`config.mk`:
```
export PLATFORM = sky130hd
export DESIGN_NAME = tp_link_monitor
export DESIGN_NICKNAME = d
export VERILOG_FILES = /design/src/rtl/lt_pkg.sv /design/src/rtl/lt_idle_timer.sv /design/src/rtl/lt_rx_watchdog.sv /design/src/rtl/lt_link_fsm.sv /design/src/rtl/lt_port.sv /design/src/rtl/tp_link_monitor.sv
export SDC_FILE = /design/constraint.sdc
export NUM_CORES = 1
export LEC_CHECK = 0
export ABC_CLOCK_PERIOD_IN_PS = 2500
export CAP_MARGIN = 10
export CORE_ASPECT_RATIO = 0.7
export CORE_MARGIN = 2
export CORE_UTILIZATION = 40
export DETAILED_ROUTE_END_ITERATION = 10
export DONT_BUFFER_PORTS = 1
export GPL_TIMING_DRIVEN = 0
export HOLD_SLACK_MARGIN = 0.06
export SLEW_MARGIN = 0
export SYNTH_ARGS = -nofsm -noshare
export SYNTH_HDL_FRONTEND = slang
export SYNTH_SLANG_ARGS = --single-unit
```
`constraint.sdc`:
```
create_clock -name clk -period 2.5 [get_ports clk]
set_clock_uncertainty 0.15 [all_clocks]
set_input_delay 0.625 -clock clk [delete_from_list [all_inputs] [get_ports clk]]
set_output_delay 0.625 -clock clk [all_outputs]
set_load 0.005 [all_outputs]
```
`src/rtl/lt_pkg.sv`:
```
package lt_pkg;
  typedef enum logic {
    LT_FAIL = 1'b0,
    LT_GOOD = 1'b1
  } lt_state_e;

  typedef struct packed {
    logic pulse;
    logic packet;
  } lt_rx_evt_s;
endpackage

```
`src/rtl/lt_idle_timer.sv`:
```
module lt_idle_timer #(
  parameter int IDLE_MS = 16
) (
  input  logic clk,
  input  logic rst_n,
  input  logic tick,
  input  logic tx_active,
  output logic pulse_req
);
  localparam int IW = $clog2(IDLE_MS + 1);
  localparam logic [IW-1:0] LAST = IW'(IDLE_MS - 1);

  logic [IW-1:0] idle_cnt;

  always_ff @(posedge clk) begin
    if (!rst_n) begin
      idle_cnt  <= '0;
      pulse_req <= 1'b0;
    end else begin
      pulse_req <= 1'b0;
      if (tx_active) begin
        idle_cnt <= '0;
      end else if (tick) begin
        if (idle_cnt == LAST) begin
          idle_cnt  <= '0;
          pulse_req <= 1'b1;
        end else begin
          idle_cnt <= idle_cnt + 1'b1;
        end
      end
    end
  end
endmodule

```
`src/rtl/lt_rx_watchdog.sv`:
```
module lt_rx_watchdog #(
  parameter int TIMEOUT_MS = 100
) (
  input  logic clk,
  input  logic rst_n,
  input  logic tick,
  input  logic rx_seen,
  output logic expire
);
  localparam int TW = $clog2(TIMEOUT_MS + 1);
  localparam logic [TW-1:0] LAST = TW'(TIMEOUT_MS - 1);

  logic [TW-1:0] quiet_cnt;

  assign expire = tick && !rx_seen && (quiet_cnt == LAST);

  always_ff @(posedge clk) begin
    if (!rst_n) begin
      quiet_cnt <= '0;
    end else if (rx_seen || expire) begin
      quiet_cnt <= '0;
    end else if (tick) begin
      quiet_cnt <= quiet_cnt + 1'b1;
    end
  end
endmodule

```
`src/rtl/lt_link_fsm.sv`:
```
module lt_link_fsm
  import lt_pkg::*;
#(
  parameter int RECOVER_PULSES = 4
) (
  input  logic       clk,
  input  logic       rst_n,
  input  logic       expire,
  input  lt_rx_evt_s rx_evt,
  input  logic       check_dis,
  output logic       link_fail
);
  localparam int PW = $clog2(RECOVER_PULSES + 1);
  localparam logic [PW-1:0] LAST = PW'(RECOVER_PULSES - 1);

  lt_state_e     state_q, state_d;
  logic [PW-1:0] pcnt_q, pcnt_d;

  always_comb begin
    state_d = state_q;
    pcnt_d  = pcnt_q;
    if (check_dis) begin
      state_d = LT_GOOD;
      pcnt_d  = '0;
    end else if (state_q == LT_FAIL) begin
      if (rx_evt.packet) begin
        state_d = LT_GOOD;
        pcnt_d  = '0;
      end else if (rx_evt.pulse) begin
        if (pcnt_q == LAST) begin
          state_d = LT_GOOD;
          pcnt_d  = '0;
        end else begin
          pcnt_d = pcnt_q + 1'b1;
        end
      end else if (expire) begin
        pcnt_d = '0;
      end
    end else if (expire) begin
      state_d = LT_FAIL;
      pcnt_d  = '0;
    end
  end

  always_ff @(posedge clk) begin
    if (!rst_n) begin
      state_q <= LT_FAIL;
      pcnt_q  <= '0;
    end else begin
      state_q <= state_d;
      pcnt_q  <= pcnt_d;
    end
  end

  assign link_fail = (state_q == LT_FAIL);
endmodule

```
`src/rtl/lt_port.sv`:
```
module lt_port
  import lt_pkg::*;
#(
  parameter int IDLE_MS        = 16,
  parameter int RX_TIMEOUT_MS  = 100,
  parameter int RECOVER_PULSES = 4
) (
  input  logic clk,
  input  logic rst_n,
  input  logic tick,
  input  logic tx_active,
  input  logic rx_pulse,
  input  logic rx_packet,
  input  logic check_dis,
  output logic pulse_req,
  output logic link_fail
);
  lt_rx_evt_s evt;
  logic       expire;

  assign evt.pulse  = rx_pulse;
  assign evt.packet = rx_packet;

  lt_idle_timer #(.IDLE_MS(IDLE_MS)) u_idle (
    .clk       (clk),
    .rst_n     (rst_n),
    .tick      (tick),
    .tx_active (tx_active),
    .pulse_req (pulse_req)
  );

  lt_rx_watchdog #(.TIMEOUT_MS(RX_TIMEOUT_MS)) u_wdog (
    .clk     (clk),
    .rst_n   (rst_n),
    .tick    (tick),
    .rx_seen (rx_pulse | rx_packet),
    .expire  (expire)
  );

  lt_link_fsm #(.RECOVER_PULSES(RECOVER_PULSES)) u_fsm (
    .clk       (clk),
    .rst_n     (rst_n),
    .expire    (expire),
    .rx_evt    (evt),
    .check_dis (check_dis),
    .link_fail (link_fail)
  );
endmodule

```
`src/rtl/tp_link_monitor.sv`:
```
module tp_link_monitor #(
  parameter int NPORTS         = 2,
  parameter int IDLE_MS        = 16,
  parameter int RX_TIMEOUT_MS  = 100,
  parameter int RECOVER_PULSES = 4
) (
  input  logic              clk,
  input  logic              rst_n,
  input  logic              ms_tick,
  input  logic [NPORTS-1:0] tx_active,
  input  logic [NPORTS-1:0] rx_pulse,
  input  logic [NPORTS-1:0] rx_packet,
  input  logic [NPORTS-1:0] rx_check_dis,
  output logic [NPORTS-1:0] pulse_req,
  output logic [NPORTS-1:0] link_fail
);
  for (genvar p = 0; p < NPORTS; p++) begin : g_port
    lt_port #(
      .IDLE_MS        (IDLE_MS),
      .RX_TIMEOUT_MS  (RX_TIMEOUT_MS),
      .RECOVER_PULSES (RECOVER_PULSES)
    ) u_port (
      .clk       (clk),
      .rst_n     (rst_n),
      .tick      (ms_tick),
      .tx_active (tx_active[p]),
      .rx_pulse  (rx_pulse[p]),
      .rx_packet (rx_packet[p]),
      .check_dis (rx_check_dis[p]),
      .pulse_req (pulse_req[p]),
      .link_fail (link_fail[p])
    );
  end
endmodule

```
==> results.sh <==
export IMPL_seq_area_frac_synth=0.4335
export IMPL_fin_ws_ps=593.5
export IMPL_die_area_um2=4451
export IMPL_critPathMaxStageDelay_ps=560
export IMPL_initial_core_util=0.4077
export IMPL_fin_total_pwr_mw=1.110
export IMPL_hold_start="g_port[0].u_port.u_idle.idle_cnt[4]$_SDFFE_PP0P_"
export IMPL_numClockSinks=34
export IMPL_finalSetupViolations=0
export IMPL_reg2reg_depth=4
export IMPL_viasPerCell=5.181
export IMPL_crit_slowest_cell="or4_1"
export IMPL_placed_cells=230
export IMPL_fp_coreArea_um2=3851
export IMPL_num_vias=1233
export IMPL_period_minus_slack_ps=1907
export IMPL_clk_pin_slew_ps=70
export IMPL_clock_fmax_mhz=524.5
export IMPL_cp_required_ps=2530
export IMPL_synthesis_instances=178
export IMPL_maxCapViolCount=0
export IMPL_grt_ovfl_total=0
export IMPL_r2r_end="g_port[1].u_port.u_wdog.quiet_cnt[5]$_SDFFE_PP0P_"
export IMPL_path_class="flip-flop to flip-flop"
export IMPL_post_cts_resized=0
export IMPL_place_gp_congestion=0.7975
export IMPL_root_buffer="clkbuf_8"
export IMPL_critPathMaxFanout=5
export IMPL_synth_edf_count=0
export IMPL_syn_nets=195
export IMPL_hold_class="flip-flop to flip-flop"
export IMPL_yosysWarnings=0
export IMPL_crit_chain="or4_1, or4_4, nand3_2, nor2_1"
export IMPL_yosys_area_share_simple=0.2924
export IMPL_layout_drive_gt1_share=0.06989
export IMPL_mostFrequentLayoutCell="dfxtp_1"
export IMPL_drtIter0Drc=55
export IMPL_nFillCells=386
export IMPL_clk_latency_ps=280
export IMPL_holdPathEnd="g_port[0].u_port.u_idle.pulse_req$_SDFF_PP0_"
export IMPL_max_vdd_ir_drop_mv=0.2314
export IMPL_yosys_mux_area_fraction=0.01912
export IMPL_yosysUniqueCellTypes=32
export IMPL_regToRegSetupSlack_ps=590
export IMPL_status="finished clean"
export IMPL_leakagePower_nw=0.6251
export IMPL_final_cell_mix="34 x dfxtp_1, 27 x nor2_1, 11 x nand2_1, 11 x a21oi_1"
export IMPL_holdPathStages=1
export IMPL_synthAdderAreaFrac=0.04781
export IMPL_postRouteAntennaNets=0
export IMPL_async_flop_share=0
export IMPL_cts_buffer_depth=2
export IMPL_drt_pass1_iter_count=4
export IMPL_cp_num_buf_inv=0
export IMPL_drc=0
export IMPL_stdcell_count=238
export IMPL_io_pins=15
export IMPL_cts_buffers=5
export IMPL_synth_compound_area_frac=0.08685
export IMPL_grt_start_max_net_pins=11
export IMPL_place_ws_ps=368.9
export IMPL_powerDensity_nw_per_um2=637.3
export IMPL_crit_arrival_ps=1930
export IMPL_dp_hpwl_um=2129
export IMPL_die_h_um=56.42
export IMPL_synthXorXnorAreaFrac=0.08924
export IMPL_cts_htree_levels=2
export IMPL_die_x_um=78.89
export IMPL_min_period_over_period=0.7626
export IMPL_fin_tns_setup_ps=0
export IMPL_netlist_area_um2=1570
export IMPL_grt_antenna_before_repair=0
export IMPL_areaGrowthSynthToFinish_pct=10.92
export IMPL_grt_first_pass_wirelength_um=5437
export IMPL_synth_top_family_by_area="simple AND/OR/NAND/NOR gates"
export IMPL_utilization=0.4522
export IMPL_cts_hold_buffers=0
export IMPL_num_rows=19
export IMPL_wl_um=2907
export IMPL_final_nets=202
export IMPL_port_buffers=0
export IMPL_grt_use_total=0.1572
export IMPL_worst_slew_pin_slew_ps=644.1
export IMPL_rsz0062_at_grt="false"
export IMPL_wire_per_inst_um=12.21
export IMPL_critical_path_top_delay_family="simple AND/OR/NAND/NOR gates"
export IMPL_n_antenna_cell=0
export IMPL_synth_flop_cell="dfxtp_1"
export IMPL_finalMaxSlewViolations=0
export IMPL_worstSetupStartpointType="flip-flop"
export IMPL_cts_tree="built"
export IMPL_synth_seq_cells=34
export IMPL_regToRegStartpoint="g_port[1].u_port.u_wdog.quiet_cnt[2]$_SDFFE_PP0P_"
export IMPL_relSlewSlack=0.5706
export IMPL_end_kind="flip-flop"
export IMPL_cts_setup_buffers=0
export IMPL_grt_pass1_vias=1252
export IMPL_syn_avg_cell_area_um2=8.822
export IMPL_timing_hold_violations_final=0
-- report_power, final --
part,internal [mW],total (mW),switching [mW]
combinational,0.0288,0.0605,0.0317
sequential,0.550,0.560,0.0101
clock,0.298,0.489,0.191
-- per-layer routing --
layer / global-route usage / wire (µm) / vias to the layer above
li1: - / - / 636
met1: 0.2022 / 1397 / 564
met2: 0.2295 / 1267 / 23
met3: 0.05145 / 165 / 10
met4: 0.09360 / 77 / 0
met5: 0 / 0 / -
-- area by class of cell --
cell class / instances / area [µm²] / area share
clock buffer: 7 / 76.32 / 0.04382
tap: 52 / 65.06 / 0.03736
buffer: 7 / 41.29 / 0.02371
inverter: 2 / 7.507 / 0.004310
sequential: 34 / 680.7 / 0.3908
clock inverter: 1 / 30.03 / 0.01724
multi-input combinational: 135 / 840.8 / 0.4828
-- synthesized netlist by cell type, drive strengths merged, types with 2 or more instances --
cell | n | area, µm²
mux2i | 3 | 30.03
dfxtp | 34 | 680.7
nand3b | 5 | 41.29
o21ai | 9 | 45.04
a32o | 2 | 20.02
nand3 | 7 | 40.04
or4 | 2 | 18.77
nor2 | 27 | 101.4
xnor2 | 7 | 61.31
nand2b | 6 | 37.54
nor3 | 5 | 25.02
inv | 2 | 7.510
buf | 6 | 37.54
nand4 | 9 | 56.30
and3 | 4 | 25.02
a21oi | 11 | 55.05
ha | 6 | 75.07
nand2 | 11 | 41.29
nor2b | 5 | 31.28
xor2 | 9 | 78.83
-- logic make-up (layout without fill, tap and decap cells) --
group / count (synthesis) / count (layout)
buf+inv: 9 / 17
flops: 34 / 34
compound gates: 24 / 24
simple gates: 86 / 86
fa+ha+maj: 6 / 6
mux: 3 / 3
xor+xnor: 16 / 16
-- flip-flops by register name, indices dropped and copies added, names as in the netlist --
name / flops
g_port.u_port.u_idle.pulse_req: 2
g_port.u_port.u_idle.idle_cnt: 10
g_port.u_port.u_fsm.state_q: 2
g_port.u_port.u_fsm.pcnt_q: 6
g_port.u_port.u_wdog.quiet_cnt: 14
-- how the worst max path moves through the flow --
stage,startpoint,end,slack (ps),cells after the start
after CTS,g_port[1].u_port.u_wdog.quiet_cnt[2]$_SDFFE_PP0P_,g_port[1].u_port.u_wdog.quiet_cnt[5]$_SDFFE_PP0P_,590,4
after global placement,rx_pulse[1],g_port[1].u_port.u_wdog.quiet_cnt[4]$_SDFFE_PP0P_,410,4
final,g_port[1].u_port.u_wdog.quiet_cnt[2]$_SDFFE_PP0P_,g_port[1].u_port.u_wdog.quiet_cnt[5]$_SDFFE_PP0P_,590,4
after detailed placement,rx_pulse[1],g_port[1].u_port.u_wdog.quiet_cnt[5]$_SDFFE_PP0P_,370,4
after floorplan,rx_pulse[1],g_port[1].u_port.u_wdog.quiet_cnt[0]$_SDFFE_PP0P_,460,4
after global routing,g_port[1].u_port.u_wdog.quiet_cnt[2]$_SDFFE_PP0P_,g_port[1].u_port.u_wdog.quiet_cnt[0]$_SDFFE_PP0P_,500,4
-- per-stage QoR --
| stage | hold WS (ps) | instance area, µm² |
|---|---|---|
| after floorplan | 259.6 | 1570 |
| after global placement | 273.3 | 1635 |
| after detailed placement | 277.1 | 1635 |
| after CTS | 283.4 | 1742 |
| after global routing | 318.7 | 1742 |
| final | 281.5 | 1742 |
Power figures use the tool's default switching activity.
